===== src/rtl/int4dot_pkg.sv =====
package int4dot_pkg;
  typedef enum logic [1:0] {
    ST_IDLE  = 2'd0,
    ST_RUN   = 2'd1,
    ST_SCALE = 2'd2,
    ST_DONE  = 2'd3
  } eng_state_t;
endpackage


===== src/rtl/int4dot_unpack.sv =====
module int4dot_unpack #(
  parameter int NIB_W = 4,
  parameter int NIBS  = 2,
  parameter int EXT_W = 20
) (
  input  logic [NIB_W*NIBS-1:0] byte_i,
  output logic [EXT_W*NIBS-1:0] wts_o
);
  for (genvar g = 0; g < NIBS; g++) begin : g_nib
    logic [NIB_W-1:0] raw;
    assign raw = byte_i[g*NIB_W +: NIB_W];
    // Two's complement nibble: replicate its top bit
    assign wts_o[g*EXT_W +: EXT_W] = {{(EXT_W-NIB_W){raw[NIB_W-1]}}, raw};
  end
endmodule


===== src/rtl/int4dot_pair_mac.sv =====
module int4dot_pair_mac #(
  parameter int NIBS  = 2,
  parameter int ACT_W = 16,
  parameter int EXT_W = 20,
  parameter int SUM_W = 24
) (
  input  logic [EXT_W*NIBS-1:0]   wts_i,
  input  logic [ACT_W*NIBS-1:0]   acts_i,
  output logic signed [SUM_W-1:0] sum_o
);
  logic [SUM_W*NIBS-1:0] prods;

  for (genvar g = 0; g < NIBS; g++) begin : g_mul
    logic signed [EXT_W-1:0] w_ext;
    logic signed [EXT_W-1:0] a_ext;
    logic signed [EXT_W-1:0] p;
    assign w_ext = $signed(wts_i[g*EXT_W +: EXT_W]);
    assign a_ext = $signed({{(EXT_W-ACT_W){acts_i[g*ACT_W+ACT_W-1]}},
                            acts_i[g*ACT_W +: ACT_W]});
    assign p = w_ext * a_ext;
    assign prods[g*SUM_W +: SUM_W] = {{(SUM_W-EXT_W){p[EXT_W-1]}}, p};
  end

  always_comb begin
    sum_o = '0;
    for (int i = 0; i < NIBS; i++) begin
      sum_o = sum_o + $signed(prods[i*SUM_W +: SUM_W]);
    end
  end
endmodule


===== src/rtl/int4dot_ctrl.sv =====
module int4dot_ctrl
  import int4dot_pkg::*;
#(
  parameter int STEPS  = 4,
  parameter int STEP_W = (STEPS > 1) ? $clog2(STEPS) : 1
) (
  input  logic              clk,
  input  logic              rst,
  input  logic              in_valid,
  input  logic              out_take,
  output logic              in_ready,
  output logic              accept_o,
  output logic              acc_en_o,
  output logic              scale_en_o,
  output logic              done_o,
  output logic [STEP_W-1:0] step_o
);
  localparam logic [STEP_W-1:0] LAST = STEP_W'(STEPS - 1);

  eng_state_t state_q;
  logic [STEP_W-1:0] step_q;

  assign in_ready   = (state_q == ST_IDLE);
  assign accept_o   = in_ready && in_valid;
  assign acc_en_o   = (state_q == ST_RUN);
  assign scale_en_o = (state_q == ST_SCALE);
  assign done_o     = (state_q == ST_DONE);
  assign step_o     = step_q;

  always_ff @(posedge clk) begin
    if (rst) begin
      state_q <= ST_IDLE;
      step_q  <= '0;
    end else begin
      case (state_q)
        ST_IDLE: begin
          step_q <= '0;
          if (in_valid) state_q <= ST_RUN;
        end
        ST_RUN: begin
          step_q <= step_q + 1'b1;
          if (step_q == LAST) state_q <= ST_SCALE;
        end
        ST_SCALE: state_q <= ST_DONE;
        ST_DONE:  if (out_take) state_q <= ST_IDLE;
        default:  state_q <= ST_IDLE;
      endcase
    end
  end
endmodule


===== src/rtl/int4dot_scale.sv =====
module int4dot_scale #(
  parameter int ACC_W   = 24,
  parameter int SCALE_W = 16,
  parameter int OUT_W   = 32,
  parameter int MUL_W   = ACC_W + SCALE_W
) (
  input  logic                    clk,
  input  logic                    rst,
  input  logic                    en,
  input  logic signed [ACC_W-1:0] acc_i,
  input  logic [SCALE_W-1:0]      scale_i,
  output logic [OUT_W-1:0]        result_o
);
  logic signed [MUL_W-1:0] acc_x;
  logic signed [MUL_W-1:0] scl_x;
  logic signed [MUL_W-1:0] prod;

  assign acc_x = {{(MUL_W-ACC_W){acc_i[ACC_W-1]}}, acc_i};
  assign scl_x = $signed({{(MUL_W-SCALE_W){1'b0}}, scale_i});
  assign prod  = acc_x * scl_x;

  always_ff @(posedge clk) begin
    if (rst)     result_o <= '0;
    else if (en) result_o <= prod[OUT_W-1:0];
  end
endmodule


===== src/rtl/int4_group_dot.sv =====
module int4_group_dot #(
  parameter int NIB_W   = 4,
  parameter int NIBS    = 2,
  parameter int STEPS   = 4,
  parameter int ACT_W   = 16,
  parameter int ACC_W   = 24,
  parameter int SCALE_W = 16,
  parameter int OUT_W   = 32,
  localparam int BYTE_W = NIB_W * NIBS,
  localparam int WORD_W = BYTE_W * STEPS,
  localparam int LANES  = NIBS * STEPS,
  localparam int ACTS_W = ACT_W * LANES,
  localparam int EXT_W  = NIB_W + ACT_W,
  localparam int STEP_W = (STEPS > 1) ? $clog2(STEPS) : 1
) (
  input  logic               clk,
  input  logic               rst,
  input  logic               clear,
  input  logic               in_valid,
  output logic               in_ready,
  input  logic [WORD_W-1:0]  in_weights,
  input  logic [ACTS_W-1:0]  in_acts,
  input  logic [SCALE_W-1:0] in_scale,
  output logic               out_done,
  input  logic               out_take,
  output logic [OUT_W-1:0]   out_result
);
  logic               accept, acc_en, scale_en;
  logic [STEP_W-1:0]  step;
  logic [WORD_W-1:0]  wts_q;
  logic [ACTS_W-1:0]  acts_q;
  logic [SCALE_W-1:0] scale_q;
  logic signed [ACC_W-1:0] acc_q;
  logic [BYTE_W-1:0]       cur_byte;
  logic [ACT_W*NIBS-1:0]   cur_acts;
  logic [EXT_W*NIBS-1:0]   cur_wts;
  logic signed [ACC_W-1:0] pair_sum;

  int4dot_ctrl #(.STEPS(STEPS), .STEP_W(STEP_W)) i_ctrl (
    .clk(clk), .rst(rst), .in_valid(in_valid), .out_take(out_take),
    .in_ready(in_ready), .accept_o(accept), .acc_en_o(acc_en),
    .scale_en_o(scale_en), .done_o(out_done), .step_o(step)
  );

  always_ff @(posedge clk) begin
    if (rst) begin
      wts_q   <= '0;
      acts_q  <= '0;
      scale_q <= '0;
    end else if (accept) begin
      wts_q   <= in_weights;
      acts_q  <= in_acts;
      scale_q <= in_scale;
    end
  end

  assign cur_byte = wts_q[step*BYTE_W +: BYTE_W];
  assign cur_acts = acts_q[step*(ACT_W*NIBS) +: ACT_W*NIBS];

  int4dot_unpack #(.NIB_W(NIB_W), .NIBS(NIBS), .EXT_W(EXT_W)) i_unpack (
    .byte_i(cur_byte), .wts_o(cur_wts)
  );

  int4dot_pair_mac #(.NIBS(NIBS), .ACT_W(ACT_W), .EXT_W(EXT_W),
                     .SUM_W(ACC_W)) i_mac (
    .wts_i(cur_wts), .acts_i(cur_acts), .sum_o(pair_sum)
  );

  // clear outranks accumulation; scale and step are left alone
  always_ff @(posedge clk) begin
    if (rst || clear || accept) acc_q <= '0;
    else if (acc_en)            acc_q <= acc_q + pair_sum;
  end

  int4dot_scale #(.ACC_W(ACC_W), .SCALE_W(SCALE_W), .OUT_W(OUT_W)) i_scale (
    .clk(clk), .rst(rst), .en(scale_en), .acc_i(acc_q),
    .scale_i(scale_q), .result_o(out_result)
  );
endmodule


===== config.mk =====
export PLATFORM = sky130hd
export DESIGN_NAME = int4_group_dot
export DESIGN_NICKNAME = d
export VERILOG_FILES = /design/src/rtl/int4dot_pkg.sv /design/src/rtl/int4dot_unpack.sv /design/src/rtl/int4dot_pair_mac.sv /design/src/rtl/int4dot_ctrl.sv /design/src/rtl/int4dot_scale.sv /design/src/rtl/int4_group_dot.sv
export SDC_FILE = /design/constraint.sdc
export NUM_CORES = 2
export LEC_CHECK = 0
export CELL_PAD_IN_SITES_DETAIL_PLACEMENT = 0
export CELL_PAD_IN_SITES_GLOBAL_PLACEMENT = 1
export CORE_MARGIN = 2
export CORE_UTILIZATION = 50
export DETAILED_ROUTE_END_ITERATION = 12
export PLACE_DENSITY_LB_ADDON = 0.05
export SYNTH_ARGS = -nofsm -noshare
export SYNTH_HDL_FRONTEND = slang
export SYNTH_SLANG_ARGS = --single-unit

===== constraint.sdc =====
create_clock -name clk -period 10.5 [get_ports clk]
set_input_delay 3.15 -clock clk [delete_from_list [all_inputs] [get_ports clk]]
set_output_delay 3.15 -clock clk [all_outputs]
set_load 0.01 [all_outputs]

# Word-level counts from Yosys, hierarchy flattened
# Index checks and enable logic that the tools add are counted.
# W data, S select, Z words.
# op_classes
add_sub_neg,3
mul,3
n_eq_ne,7
shifts,2
mux,5
n_reduce_logical,6
# op_table
operator,n
$shiftx A128 B8 Y32,1
$mul A4 B16 Y20,2
$mul A24 B17 Y32,1
$shiftx A32 B6 Y8,1
$add A24 B21 Y24,1
$add A20 B20 Y21,1
$pmux W2 S4,1
$eq A2 B2 Y1 const B,3
$mux W2,3
$ne A2 B1 Y1 const B,2
$pmux W2 S2,1
$reduce_and A3 Y1,1
$add A2 B1 Y2 const B,1
$eq A2 B1 Y1 const B,1
$logic_not A2 Y1,1
$logic_or A1 B1 Y1,2
$ne A2 B2 Y1 const B,1
$reduce_bool A2 Y1,1
$logic_and A1 B1 Y1,1
# word_totals
regBits,236
inputBits,181
elab_cells,33

# Longest topological paths before layout
# logic_depth
word_depth,4
mapped_depth,25
mapped_depth_nobuf,21

# Cells and area by module
# From an unflattened synthesis, not the netlist that was laid out.
# unflattened
hier_cells,3990
area_unflattened_um2,35480.3
# modules_own_cells
mod,n_inst,cells_per_inst,area_per_inst_um2
int4dot_pair_mac,1,1606,13237.7
int4dot_scale,1,1447,12633.4
int4_group_dot,1,870,9049.9
int4dot_unpack,1,40,300.3
int4dot_ctrl,1,27,259.0

# Worst setup path after synthesis
# OpenSTA, ideal clock, no wires.
# synth_path
path_kind,flip-flop to flip-flop
from,"reg i_ctrl.step_q[0], in the netlist i_ctrl.step_o[0]"
to,reg acc_q[16]
setup_time_ps,86
t_arrival_ps,6260
required_time_ps,10414
slack_ps,4155
path_stages_with_launch,22
n_path_buf,2
path_cell_list,dfxtp_1 -> clkbuf_1 -> buf_1 -> mux4_2 -> or2_2 -> fa_1 -> fa_1 -> inv_1 -> fa_1 -> fa_1 -> inv_1 -> fa_1 -> inv_1 -> ha_1 -> inv_1 -> o21ai_0 -> o21bai_1 -> o31ai_1 -> a211o_1 -> o21ai_0 -> xor2_1 -> a211oi_1
# synth_via
elab_chain_len,4
word_cells_on_any_way,6
# synth_rtl
element,line,source
"start, declared",int4dot_ctrl.sv:21,logic [STEP_W-1:0] step_q;
"start signal, assigned",int4dot_ctrl.sv:41,step_q <= step_q + 1'b1;
$shiftx A128 B8 Y32 or $shiftx A32 B6 Y8 (tied branches),"int4_group_dot.sv:58, int4_group_dot.sv:57",
$mul A4 B16 Y20,int4dot_pair_mac.sv:20,assign p = w_ext * a_ext;
$add A20 B20 Y21 *,int4dot_pair_mac.sv:27,sum_o = sum_o + $signed(prods[i*SUM_W +: SUM_W]);
$add A24 B21 Y24 *,int4_group_dot.sv:72,else if (acc_en) acc_q <= acc_q + pair_sum;
"end signal, assigned",int4_group_dot.sv:72,
"end, declared",int4_group_dot.sv:33,logic signed [ACC_W-1:0] acc_q;
# Mark *: on every way between the ends. The rest lies on a longest branch, timed or not.
# A chain may end at the register's enable or synchronous reset.

# Worst setup path in the final report
# Same ends and word-level chain as after synthesis.

==> results.md <==
* Max Root-Sink Buffers at 3
* Skew final at 0.02407 ns
* Post-Route WL at 68110 um
* Ys Warns at 0
* Sink Count at 236
* Post-CTS Hold Buffers at 0
* DIE WIDTH at 232.4 um
* Largest net degree at the start of global routing at 165
* Router iterations before antenna repair at 5
* DR DRC count at 0
* FMAX at 0.1430 GHz
* Clk root buf: clkbuf_16
* Finished Core Util at 57.68%
* Setup TNS at 0 ns
* Post-synth top flop: dfxtp_1
* Arr. time, crit path at 7.49 ns
* Cells after Synth at 2965
* Syn_nets at 3727
* Max-slew violation count at 0
* Outcome: finished, final reports clean
* Min cycle time layout at 6.993 ns
* Core area at 51410 sq um
* RR Startpoint: i_ctrl.step_o[0]
* Relative slew slack at 21.42%
* Max-cap viol count at 0
* Crit path top cell by count: fa_1
* CP Launch Type: register
* Max VDD drop at 143.0 uV
* Worst skew pair latency at 0.60 ns
* CTS buffer count at 29
* Final Hold Fails at 0
* Worst-path fanout max at 25
* RSZ-0062 raised after global routing: false
* Nets at 3834
* P&R area growth vs syn at 13.64%
* Vias per cell at 5.269
* Initial antenna violation count at 1
* Vias in the first global route at 21110
* CTS tree: built
* Top-area cell type share of the netlist area at 33.30%
* Fin crit share at 66.60%
* PD cells at 157.1 nW/um^2
* Port-buffer cells at 214
* DR WL/cell at 18.04 um
* Final Setup Violations at 0
* Final GP Congestion at 0.8391
* All-Layer GR Usage at 26.15%
* Crit Path Class: reg -> reg
* Area contributors post-synth: fa_1 (33%), dfxtp_1 (18%), nand2_1 (8.8%), ha_1 (7.0%), inv_1 (7.0%)
* Starting Density at 50.76%
* Post-synth ARST share at 0%
* Largest delay share family, worst path: adder cells
* Synthesized area at 26090 sq um
* Count of cell types in the netlist at 64
* Htree depth at 1
* Synth Register Bits at 236
* Global-route wire length before repair at 111800 um
* Die Span Y at 232.4 um
* Crit path cell chain: buf_4 -> mux4_2 -> or2_2 -> fa_1 -> fa_1 -> inv_1 -> fa_1 -> fa_1 -> inv_1 -> fa_1 -> inv_1 -> ha_1 -> inv_1 -> o21ai_0 -> o21bai_1 -> o31ai_1 -> a211o_1 -> o21ai_0 -> xor2_1 -> a211oi_1
* Post-DP HPWL at 52420 um
* CP endpoint kind: register
* # rows at 83
* Post-CTS Setup Bufs at 0
* Mapped Avg Cell Area at 8.801 sq um
* Reg clk slew, reported paths at 0.06 ns
* Final ANT Viol Nets at 0
* Cts repair resizes at 0
* Hold Path Class: reg -> reg
* Post-placement setup slack at 3.491 ns
* Number of synthesized flops with an enable pin at 0
* Crit path buf inv count at 5
* Synth area leader: fa_1
* Worst Setup Slack, final at 3.507 ns
* Worst path required time at 11.00 ns
* Crit. Startpoint: i_ctrl.step_o[0]
* Worst-path cell with the longest stage delay: dfxtp_2
* Total die area at 54030 sq um
* Leak Pwr at 13.58 nW
* Vias at 19890
* Layout cells sized above 1 at 4.072%
* Worst slew pin tran at 1.177 ns
* 1st-iter DRT viols at 1016
* Hold_sp: acts_q[80]
* Top Ports at 215
* Delay of the slowest critical-path stage at 0.93 ns
* Sequential share of the synthesized area at 18.11%
* Congestion Overflow GR at 0
==> kinds of logic after synthesis <==
| group | Yosys count | share of synthesized area (%) |
|---|---|---|
| and+or+nand+nor | 1016 | 17.40 |
| buffers and inverters | 640 | 9.221 |
| adders and majority gates | 581 | 40.35 |
| AOI/OAI and AO/OA | 346 | 7.773 |
| DFF | 236 | 18.11 |
| muxes | 78 | 4.843 |
| xor gates and xnor gates | 68 | 2.311 |
==> where the power goes <==
group / switching [mW] / internal, mW
registers: 0.230 / 1.05
logic: 1.36 / 0.963
clock network: 0.434 / 0.621
total: 2.02 / 2.64
==> per-layer routing <==
layer / GRT usage (%) / part of all wire [%] / up-vias
met2: 46.63 / 51 / 472
met4: 5.469 / 1.9 / 0
met5: 0 / 0 / -
li1: - / - / 9354
met1: 34.18 / 43 / 9980
met3: 3.088 / 4.6 / 86
==> layout make-up <==
class | count | area, sq um
Timing Repair Buffer | 229 | 2268
Multi-Input combinational cell | 2089 | 18980
Inverter | 487 | 1828
Tap cell | 680 | 850.8
Clock inverter | 14 | 183.9
Clock buffer | 39 | 813.3
Antenna cell | 1 | 2.502
Sequential cell | 236 | 4727
Fill cell | 4757 | 21750
==> sequential cells by signal, summed over array words and instances, names as in the netlist <==
signal            count
i_ctrl.step_o         2
scale_q              16
i_scale.result_o     32
i_ctrl.state_q        2
acc_q                24
acts_q              128
wts_q                32
==> worst reg2reg max path, delay by kind of cell, from the launching register on <==
kind / cells / cell delay, ns
compound gates: 6 / 1.34
xor+xnor: 1 / 0.15
flops: 1 / 0.93
fa+ha+maj: 6 / 2.82
mux: 1 / 0.60
simple gates: 1 / 0.32
buf+inv: 5 / 0.74
==> layout by cell type, fill, tap and decap left out, types with 5 or more instances in the layout <==
master / n
clkbuf_8: 5
clkdlybuf4s50_1: 213
nand3_1: 14
o211ai_1: 8
nand2_1: 612
fa_1: 434
o21a_1: 11
mux4_2: 38
and2_1: 225
a21oi_1: 217
mux2i_1: 34
a31oi_1: 7
o21bai_1: 6
xnor2_1: 54
ha_1: 145
nor3_1: 21
a211oi_1: 15
xor2_1: 13
inv_1: 486
mux2_2: 6
or3_1: 7
clkbuf_16: 29
and3_1: 10
clkbuf_1: 5
buf_4: 14
nor2_1: 102
o31ai_1: 5
dfxtp_1: 234
o21ai_0: 27
a21o_1: 12
==> synthesized netlist by cell type, types with 4 or more instances <==
cell type  count
mux4_2        38
xnor2_1       54
buf_1         13
or3_1          7
and3_1        10
nand2_1      613
o21a_1        11
and2_1       226
a21oi_1      217
nor2_1       102
nor3_1        21
o31ai_1        5
inv_1        486
o21ai_0       28
mux2i_1       34
fa_1         434
ha_1         147
o21bai_1       6
dfxtp_1      236
a21o_1        12
clkbuf_1     137
nand3_1       14
or2_2          4
a31oi_1        7
xor2_1        13
a211oi_1      15
mux2_2         6
o211ai_1       8
or4_1          4
==> final timing paths <==
path	to	slack, ns	cells after the start
setup reg to reg	acc_q[16]	3.51	20
hold / removal	acts_q[80]	0.45	2
hold reg to reg	acts_q[80]	0.45	2
setup / recovery	acc_q[16]	3.51	20
==> metrics by stage <==
stage | hold slack (ns) | instances | area, sq um | power (mW)
floorplan | 0.4329 | 2965 | 26090 | 2.922
global placement | 0.4402 | 3721 | 28650 | 3.572
detailed placement | 0.4442 | 3721 | 28650 | 3.633
CTS | 0.4526 | 3774 | 29650 | 4.701
global route | 0.4672 | 3775 | 29650 | 5.046
finish | 0.4511 | 3775 | 29650 | 4.660
No activity file was read; power rests on OpenSTA's default activity.
